`src/rtl/vload_pkg.sv`:
```
package vload_pkg;
    parameter int VL_NUM_BANKS = 16;
    parameter int VL_BANK_LAT  = 11;
    parameter int VL_MAX_LEN   = 64;
    parameter int VL_ADDR_W    = 32;
    parameter int VL_DATA_W    = 32;
endpackage

```
`src/rtl/vl_bank_timer.sv`:
```
module vl_bank_timer #(
    parameter int LAT    = vload_pkg::VL_BANK_LAT,
    parameter int IDX_W  = 6,
    parameter int DATA_W = vload_pkg::VL_DATA_W
) (
    input  logic              clk,
    input  logic              rst_n,
    input  logic              issue_en,
    input  logic [IDX_W-1:0]  issue_idx,
    input  logic [DATA_W-1:0] issue_data,
    output logic              free,
    output logic              complete,
    output logic [IDX_W-1:0]  cmp_idx,
    output logic [DATA_W-1:0] cmp_data
);
    localparam int CNT_W = $clog2(LAT + 1);

    typedef struct packed {
        logic [CNT_W-1:0]  cnt;
        logic [IDX_W-1:0]  idx;
        logic [DATA_W-1:0] data;
    } slot_t;

    slot_t slot_d, slot_q;

    always_comb begin
        slot_d = slot_q;
        if (slot_q.cnt != '0) begin
            slot_d.cnt = slot_q.cnt - 1'b1;
        end
        if (issue_en) begin
            slot_d.cnt  = CNT_W'(LAT - 1);
            slot_d.idx  = issue_idx;
            slot_d.data = issue_data;
        end
    end

    always_ff @(posedge clk) begin
        if (!rst_n) begin
            slot_q <= '0;
        end else begin
            slot_q <= slot_d;
        end
    end

    assign free     = (slot_q.cnt == '0);
    assign complete = (slot_q.cnt == CNT_W'(1));
    assign cmp_idx  = slot_q.idx;
    assign cmp_data = slot_q.data;

    initial assert (LAT >= 2) else $error("bank latency must be at least 2");

    // a new access never lands on a bank whose timer is running
    assert_issue_free_bank_R3: assert property (@(posedge clk) disable iff (!rst_n)
        issue_en |-> free);

    // a started access holds the bank in the following cycle
    assert_busy_after_issue_R4: assert property (@(posedge clk) disable iff (!rst_n)
        issue_en |=> !free);
endmodule

```
`src/rtl/vl_addr_gen.sv`:
```
module vl_addr_gen #(
    parameter int ADDR_W = vload_pkg::VL_ADDR_W
) (
    input  logic              clk,
    input  logic              rst_n,
    input  logic              load,
    input  logic              step,
    input  logic [ADDR_W-1:0] base,
    input  logic [ADDR_W-1:0] stride,
    output logic [ADDR_W-1:0] addr
);
    typedef struct packed {
        logic [ADDR_W-1:0] addr;
        logic [ADDR_W-1:0] stride;
    } ag_t;

    ag_t ag_d, ag_q;

    always_comb begin
        ag_d = ag_q;
        if (load) begin
            ag_d.addr   = base;
            ag_d.stride = stride;
        end else if (step) begin
            ag_d.addr = ag_q.addr + ag_q.stride;
        end
    end

    always_ff @(posedge clk) begin
        if (!rst_n) begin
            ag_q <= '0;
        end else begin
            ag_q <= ag_d;
        end
    end

    assign addr = ag_q.addr;

    // consecutive elements are one stride apart
    assert_stride_step_R1: assert property (@(posedge clk) disable iff (!rst_n)
        (step && !load) |=> (ag_q.addr == $past(ag_q.addr) + $past(ag_q.stride)));
endmodule

```
`src/rtl/strided_vload.sv`:
```
module strided_vload #(
    parameter int NUM_BANKS = vload_pkg::VL_NUM_BANKS,
    parameter int BANK_LAT  = vload_pkg::VL_BANK_LAT,
    parameter int MAX_LEN   = vload_pkg::VL_MAX_LEN,
    parameter int ADDR_W    = vload_pkg::VL_ADDR_W,
    parameter int DATA_W    = vload_pkg::VL_DATA_W,
    localparam int BANK_W   = $clog2(NUM_BANKS),
    localparam int IDX_W    = $clog2(MAX_LEN),
    localparam int LEN_W    = $clog2(MAX_LEN + 1)
) (
    input  logic              clk,
    input  logic              rst_n,
    input  logic              start,
    input  logic [ADDR_W-1:0] base_addr,
    input  logic [ADDR_W-1:0] stride,
    input  logic [LEN_W-1:0]  vlen,
    output logic              busy,
    output logic              mem_req,
    output logic [ADDR_W-1:0] mem_addr,
    input  logic [DATA_W-1:0] mem_rdata,
    output logic              wr_valid,
    output logic [IDX_W-1:0]  wr_idx,
    output logic [DATA_W-1:0] wr_data,
    output logic              done
);
    typedef struct packed {
        logic              active;
        logic [LEN_W-1:0]  len;
        logic [LEN_W-1:0]  issued;
        logic [LEN_W-1:0]  left;
        logic              wr_valid;
        logic [IDX_W-1:0]  wr_idx;
        logic [DATA_W-1:0] wr_data;
        logic              done;
    } ctl_t;

    ctl_t ctl_d, ctl_q;

    logic                 start_ok;
    logic                 issue;
    logic [LEN_W-1:0]     eff_len;
    logic [BANK_W-1:0]    bank_sel;
    logic [NUM_BANKS-1:0] bank_free;
    logic [NUM_BANKS-1:0] bank_issue;
    logic [NUM_BANKS-1:0] bank_cmp;
    logic [IDX_W-1:0]     cmp_idx  [NUM_BANKS];
    logic [DATA_W-1:0]    cmp_data [NUM_BANKS];

    assign start_ok = start && !ctl_q.active;
    assign eff_len  = (vlen > LEN_W'(MAX_LEN)) ? LEN_W'(MAX_LEN) : vlen;
    assign bank_sel = mem_addr[BANK_W-1:0];
    assign issue    = ctl_q.active && (ctl_q.issued < ctl_q.len) && bank_free[bank_sel];

    vl_addr_gen #(.ADDR_W(ADDR_W)) u_agen (
        .clk    (clk),
        .rst_n  (rst_n),
        .load   (start_ok),
        .step   (issue),
        .base   (base_addr),
        .stride (stride),
        .addr   (mem_addr)
    );

    for (genvar g = 0; g < NUM_BANKS; g++) begin : g_bank
        assign bank_issue[g] = issue && (bank_sel == BANK_W'(g));
        vl_bank_timer #(.LAT(BANK_LAT), .IDX_W(IDX_W), .DATA_W(DATA_W)) u_timer (
            .clk        (clk),
            .rst_n      (rst_n),
            .issue_en   (bank_issue[g]),
            .issue_idx  (ctl_q.issued[IDX_W-1:0]),
            .issue_data (mem_rdata),
            .free       (bank_free[g]),
            .complete   (bank_cmp[g]),
            .cmp_idx    (cmp_idx[g]),
            .cmp_data   (cmp_data[g])
        );
    end

    always_comb begin
        ctl_d          = ctl_q;
        ctl_d.wr_valid = 1'b0;
        ctl_d.done     = 1'b0;
        for (int b = 0; b < NUM_BANKS; b++) begin
            if (bank_cmp[b]) begin
                ctl_d.wr_valid = 1'b1;
                ctl_d.wr_idx   = cmp_idx[b];
                ctl_d.wr_data  = cmp_data[b];
            end
        end
        if (issue) begin
            ctl_d.issued = ctl_q.issued + 1'b1;
        end
        if (|bank_cmp) begin
            ctl_d.left = ctl_q.left - 1'b1;
        end
        if (ctl_q.active && ctl_q.left == '0) begin
            ctl_d.active = 1'b0;
            ctl_d.done   = 1'b1;
        end
        if (start_ok) begin
            if (eff_len == '0) begin
                ctl_d.done = 1'b1;
            end else begin
                ctl_d.active = 1'b1;
                ctl_d.len    = eff_len;
                ctl_d.issued = '0;
                ctl_d.left   = eff_len;
            end
        end
    end

    always_ff @(posedge clk) begin
        if (!rst_n) begin
            ctl_q <= '0;
        end else begin
            ctl_q <= ctl_d;
        end
    end

    assign busy     = ctl_q.active;
    assign mem_req  = issue;
    assign wr_valid = ctl_q.wr_valid;
    assign wr_idx   = ctl_q.wr_idx;
    assign wr_data  = ctl_q.wr_data;
    assign done     = ctl_q.done;

    // requests only while a transfer runs
    assert_req_when_busy_R2: assert property (@(posedge clk) disable iff (!rst_n)
        mem_req |-> busy);

    // banks finish one at a time
    assert_single_complete_R5: assert property (@(posedge clk) disable iff (!rst_n)
        $onehot0(bank_cmp));

    // never more than the register capacity issued
    assert_len_cap_R6: assert property (@(posedge clk) disable iff (!rst_n)
        ctl_q.issued <= LEN_W'(MAX_LEN));

    // done follows a write-back or an empty start
    assert_done_cause_R7: assert property (@(posedge clk) disable iff (!rst_n)
        done |-> ($past(wr_valid) || $past(start && vlen == '0)));

    // empty transfer finishes at once without access
    assert_empty_done_R8: assert property (@(posedge clk) disable iff (!rst_n)
        (start && !busy && vlen == '0) |=> (done && !mem_req));

    // a start during a transfer leaves its length untouched
    assert_start_ignored_R9: assert property (@(posedge clk) disable iff (!rst_n)
        (busy && start) |=> (ctl_q.len == $past(ctl_q.len)));
endmodule

```
`config.mk`:
```
export PLATFORM = sky130hd
export DESIGN_NAME = strided_vload
export DESIGN_NICKNAME = d
export VERILOG_FILES = /design/src/rtl/vload_pkg.sv /design/src/rtl/vl_bank_timer.sv /design/src/rtl/vl_addr_gen.sv /design/src/rtl/strided_vload.sv
export SDC_FILE = /design/constraint.sdc
export NUM_CORES = 2
export LEC_CHECK = 0
export ABC_CLOCK_PERIOD_IN_PS = 3000
export BUFFER_PORTS_ARGS = -buffer_cell sky130_fd_sc_hd__buf_4
export CORE_ASPECT_RATIO = 0.7
export CORE_MARGIN = 8
export CORE_UTILIZATION = 40
export CTS_BUF_LIST = sky130_fd_sc_hd__clkbuf_8
export DETAILED_ROUTE_END_ITERATION = 10
export HOLD_SLACK_MARGIN = 0.12
export PLACE_DENSITY = 0.68
export SYNTH_ARGS = -nofsm -noshare
export SYNTH_HDL_FRONTEND = slang
export SYNTH_HIERARCHICAL = 1
export SYNTH_SLANG_ARGS = --single-unit
```
`constraint.sdc`:
```
create_clock -name clk -period 3 [get_ports clk]
set_clock_uncertainty 0.2 [all_clocks]
set_input_delay 0.15 -clock clk [delete_from_list [all_inputs] [get_ports clk]]
set_output_delay 0.15 -clock clk [all_outputs]
set_load 0.02 [all_outputs]
```
Word level (Yosys, flattened, before mapping)
Cells that the tools add are included.
{"block": "word_totals", "reg_bits": 798, "out_inout_bits": 74, "wordCells": 282}
{"block": "op_classes", "add_sub_neg": 19, "magnitude_cmp": 3, "n_eq_ne": 31, "muxes": 61, "bitwise": 2, "reduce_logical": 92}
{"op": "two-way mux 42 bit", "count": 16}
{"op": "two-way mux 39 bit", "count": 16}
{"op": "equality test 4 x 1 -> 1 bit (second input constant)", "count": 17}
{"op": "logical NOT 4 bit", "count": 17}
{"op": "two-way mux 32 bit", "count": 2}
{"op": "two-way mux 4 bit", "count": 16}
{"op": "nonzero test 4 bit", "count": 16}
{"op": "subtractor 4 x 1 -> 4 bit (second input constant)", "count": 16}
{"op": "two-way mux 22 bit", "count": 2}
{"op": "nonzero test 2 bit", "count": 17}
{"op": "adder 32 bit", "count": 1}
{"op": "equality test 4 bit (second input constant)", "count": 8}
{"op": "OR reduction 2 bit", "count": 16}
{"op": "two-way mux 7 bit", "count": 3}
{"op": "logical AND 1 bit", "count": 20}
{"op": "equality test 4 x 3 -> 1 bit (second input constant)", "count": 4}
{"op": "nonzero test 16 bit", "count": 1}
{"op": "OR reduction 16 bit", "count": 1}
{"op": "logical NOT 7 bit", "count": 2}
{"op": "equality test 4 x 2 -> 1 bit (second input constant)", "count": 2}
{"op": "adder 7 x 1 -> 7 bit (second input constant)", "count": 1}
{"op": "greater-than comparator 7 bit (second input constant)", "count": 1}
{"op": "< comparator 7 bit", "count": 1}
{"op": "subtractor 7 x 1 -> 7 bit (second input constant)", "count": 1}
{"op": "6 further kinds", "count": 11}

Logic depth before layout (Yosys ltp)
{"block": "depth", "ltp_word": 17, "mapped_depth": 14, "depth_no_buf": 11}

Cells and area by module
Netlist, hierarchy kept.
{"module": "vl_bank_timer", "instances": 16, "cells_each": 180, "area_per_inst_um2": 1949.4, "seq_area_each_um2": 840.8}
{"module": "strided_vload", "instances": 1, "cells_each": 1176, "area_per_inst_um2": 7917.6, "seq_area_each_um2": 1241.2}
{"module": "vl_addr_gen", "instances": 1, "cells_each": 537, "area_per_inst_um2": 4344.2, "seq_area_each_um2": 1281.2}

Worst setup path after synthesis
Ideal clock, no wire load.
{"block": "synth_path", "path_type": "register to register", "startpoint": "register ctl_q[48] (netlist bit)", "endpoint": "register u_agen.ag_q (netlist bit u_agen/addr[18])", "t_arrival_ns": 2.956, "slack_ns": -0.232, "path_stages_with_launch": 12, "path_cell_list": "dfxtp_1 ha_1 a21o_1 a211oi_1 o21ai_2 buf_6 inv_1 clkbuf_1 inv_1 nor2_1 nand2_1 o22ai_1"}
{"block": "synth_via", "elab_chain_len": 4}
{"element": "start, declared", "line": "strided_vload.sv:37", "rtl": "ctl_t ctl_d, ctl_q;"}
{"element": "start signal, assigned", "line": "strided_vload.sv:116", "rtl": "ctl_q <= ctl_d;"}
{"element": "< comparator 7 bit", "line": "strided_vload.sv:52", "rtl": "assign issue = ctl_q.active && (ctl_q.issued < ctl_q.len) && bank_free[bank_sel];"}
{"element": "logical AND 1 bit (2 in a row)", "line": "strided_vload.sv:52"}
{"element": "net mem_req", "line": "strided_vload.sv:18", "rtl": "output logic mem_req,"}
{"element": "nonzero test 2 bit (no source line)"}
{"element": "end signal, assigned", "line": "vl_addr_gen.sv:33", "rtl": "ag_q <= ag_d;"}
{"element": "end, declared", "line": "vl_addr_gen.sv:17", "rtl": "ag_t ag_d, ag_q;"}
The timed path passes the listed nets, and every way through them passes these cells.
A chain may end at the register's enable or synchronous reset.

Worst setup path in the final report
{"block": "layout_path", "startpoint": "input port vlen[3]", "endpoint": "register ctl_q[54] (netlist bit)"}
{"block": "layout_via", "elab_chain_len": 5}
{"element": "start, declared", "line": "strided_vload.sv:16", "rtl": "input logic [LEN_W-1:0] vlen,"}
{"element": "greater-than comparator 7 bit", "line": "strided_vload.sv:50", "rtl": "assign eff_len = (vlen > LEN_W'(MAX_LEN)) ? LEN_W'(MAX_LEN) : vlen;"}
{"element": "two-way mux 7 bit (*)", "line": "strided_vload.sv:50"}
{"element": "logical NOT 7 bit", "line": "strided_vload.sv:101", "rtl": "if (eff_len == '0) begin"}
{"element": "inverter 1 bit (no source line)"}
{"element": "AND reduction 2 bit (no source line)"}
Every way passes the cells marked *; elsewhere a longest branch is shown, timed or not.

==> summary.md <==
| Metric | Value |
|---|---|
| Dpl hpwl | 82.9 mm |
| Synth top area share | 36.8% |
| ANT nets after route | 0 |
| Worst slew margin | 26.2% |
| CP Max Fanout | 10 |
| Die X | between 400 and 500 µm |
| PnR worst setup slack | -0.000892 ns |
| Pre-CTS setup slack | -0.0628 ns |
| YS warnings | 6 |
| Biggest area consumer among synthesized cells | dfxtp_1 |
| CP required | 3.53 ns |
| F_max | 0.333 GHz |
| Setup TNS | -0.000892 ns |
| Clock Latency Late Sink | between 0.8 and 0.9 ns |
| Pwr dens | 470 nW/µm² |
| Post-synthesis simple-gate area fraction | 15.6% |
| Clk pwr share | 41.3% |
| Crit. End Element | register |
| Drt pass-1 iters | 7 |
| Number of flops mapped to enable cells by yosys | 0 |
| Clock sink count | 798 |
| Area Growth Syn to Fin | 9.44% |
| Root Buffer | clkbuf_8 |
| Combinational share of power | approximately a tenth |
| Port Buffers | about 180 |
| DRT Wirelength | 132 mm |
| Sw Pwr | 5.86 mW |
| Cell count after synthesis | 4593 |
| Hold/Removal Path Class | in -> reg |
| Switching Share | 26.2% |
| Largest net degree at the start of global routing | 160 |
| Yosys cell types | 70 |
| Seq/Total Area, Yosys | 36.8% |
| # rows | between 100 and 150 |
| DRC viols | 0 |
| Ports | between 150 and 200 |
| Synthesized Nets | 4739 |
| CTS max path bufs | 3 |
| Vias | approximately 33000 |
| Vias in the first global route | slightly above 30000 |
| Mux share of post-synthesis cell area | 15.2% |
| Total die area | 120000 µm² |
| Max-cap check violation count | 0 |
| GPL Wtd Cong | 0.882 |
| Fill cells | 9993 |
| Total power draw | approximately 22 mW |
| Clock slew at reported path FFs | 0.07 ns |
| Unrepaired setup endpoints after global routing | yes |
| Outcome | finished, violations left |
| H-tree depth | 3 |
| Synth Area in XOR/XNOR | 0.746% |
| TritonCTS clock tree | yes |
| Routed len/inst | 22.1 µm |
| Violated checks | negative setup slack |
| Main flop type after synthesis | dfxtp_1 |
| Worst Setup Path Type | in -> reg |
| Fin crit period | about 3 ns |
| Register share of total power | 48.6% |
| Starting DRT DRC Count | 4030 |
| Initial antenna violation count | 21 |
| Layout cell share with drive strength beyond 1 | 17.1% |
| Tot GR Track Use | 20.3% |
| Synth area leaders | dfxtp_1, mux2i_1, buf_4, nor2b_1, buf_12 |
| Cts bufs inserted | 117 |
| Post-synthesis async set-or-reset flop share | 0% |
| Max Slew Vio Count | 0 |
| Data arrival time of the worst path | 3.53 ns |
| GRT Residual Overflow | 0 |
| Die Ht | slightly below 300 µm |
| Worst slew pin tran | 1.10 ns |
| Leakage Power | 16.1 nW |
| Syn Area/Cell | 9.46 µm² |
| Fin. Hold Viols | 0 |
| Post-synthesis adder-cell area fraction | about 1.2% |
| Mapped cell area | approximately 43000 µm² |
| Startpoint Class | input pin |
| Global-route wire length before repair | 194 mm |
| Main combinational cell family by area after synthesis | buffers and inverters |
| Worst IR Drop VDD | 0.000333 V |
| Final setup viols | 1 |
| Internal power | 16.5 mW |
| Final Cycle Share | 100% |
| Starting density of the core | 40.2% |
| #FFs+latches synth | roughly 800 |
| Vias per cell | about 5.5 |
| Core area | 108000 µm² |
| Post-synthesis compound-gate area fraction | 12.8% |
| Fin nets | between 4000 and 5000 |
[worst paths after layout]
check        slack, ns  depth (start not counted)                    startpoint                              to
max            -0.0009                         10                       vlen[3]                       ctl_q[54]
min               0.16                          4                  mem_rdata[7]  g_bank[15].u_timer/cmp_data[7]
max reg2reg       0.01                         11  g_bank[0].u_timer/slot_q[40]                     wr_data[13]
min reg2reg       0.25                          2                     wr_idx[4]                       wr_idx[4]
[what timing repair did]
item / in CTS / in global routing
gates resized for setup: 38 / 79
gates cloned: 0 / 12
hold buffers: 227 / 0
endpoints found under the setup margin: 5 / 453
pin swaps: 7 / 9
hold endpoints to repair: 778 / 0
setup buffers: 7 / 6
[per-stage QoR]
stage                     utilization, %  instance area (µm²)  cells  hold WS (ns)
after floorplan                        -                43500   4593        0.0621
after global placement              38.9                42000   5492         0.182
after detailed placement            38.9                42000   5492         0.193
after CTS                           43.4                46900   5939         0.120
after global routing                44.0                47500   5965         0.148
final                               44.0                47600   5967         0.165
[cells in the final DEF (no fill, tap or decap), types with 23 or more instances in the layout]
cell,synthesis,routed
buf_4,680,360
o22ai_1,107,106
a22oi_1,39,39
dlygate4sd3_1,0,226
nor2b_1,622,618
dfxtp_1,798,778
inv_1,56,100
a21oi_1,208,205
buf_12,64,57
o21ai_1,22,25
o21ai_0,172,168
nand2_1,116,115
a211oi_1,27,27
a221oi_1,88,87
mux2i_1,649,642
xnor2_1,25,25
ha_1,39,39
clkbuf_8,0,153
nor3_1,52,47
o211ai_1,23,23
nand3b_1,30,30
nor2_1,200,195
[power by group through the flow]
stage / Clock (mW) / Sequential [mW] / Combinational [mW]
6_report: 9.23 / 10.9 / 2.26
3_3_place_gp: 0 / 11.1 / 1.81
2_1_floorplan: 0 / 11.0 / 1.24
5_1_grt: 9.86 / 10.9 / 2.38
4_1_cts: 9.37 / 10.8 / 2.12
3_5_place_dp: 0 / 11.1 / 1.82
[Yosys cell counts (64+ instances only)]
cell type and count:
dfxtp_1 798, nor2_1 200, o22ai_1 107, a221oi_1 88, buf_12 64, mux2i_1 649, buf_4 680, nor2b_1 622
clkbuf_1 154, a21oi_1 208, o21ai_0 172, nand2_1 116
[routing by layer]
layer	vias up	global-route usage, %	part of all wire, %
li1	15100	-	-
met1	15900	30.2	46
met2	1615	29.3	42
met3	233	4.54	9.8
met4	6	5.55	2.2
met5	-	0	0.034
[flip-flops by register name, indices dropped and copies added (netlist names)]
signal,count
g_bank.u_timer/cmp_data,512
g_bank.u_timer/cmp_idx,96
g_bank.u_timer/slot_q,64
u_agen/addr,32
u_agen/ag_q,32
wr_data,32
ctl_q,21
wr_idx,6
busy,1
done,1
wr_valid,1
[kinds of logic after synthesis]
| logic type | count (synthesis) |
|---|---|
| AOI/OAI and AO/OA | 855 |
| xor gates and xnor gates | 37 |
| adders and majority gates | 40 |
| buffers and inverters | 1034 |
| DFF | 798 |
| muxes | 653 |
| and+or+nand+nor | 1176 |
[worst max-delay path, cell delays in order]
cell	delay (ns)
dlygate4sd3_1	0.57
buf_4	0.14
dlygate4sd3_1	0.58
or4_1	0.53
nor4_1	0.35
nand2b_4	0.31
and2_1	0.22
nand2_1	0.07
nand2_1	0.06
dlygate4sd3_1	0.54
[layout make-up]
cell class	instances	area, µm²	share of cell area [%]
clock buffers	152	2090	4.40
repair buffers	679	6680	14.0
clock inverters	63	359	0.755
well taps	1442	1800	3.79
flip-flops and latches	798	16000	33.7
inverters	61	229	0.482
diodes	11	27.5	0.0579
multi-input cells	2761	20300	42.8
(Power assumes the default switching activity.)
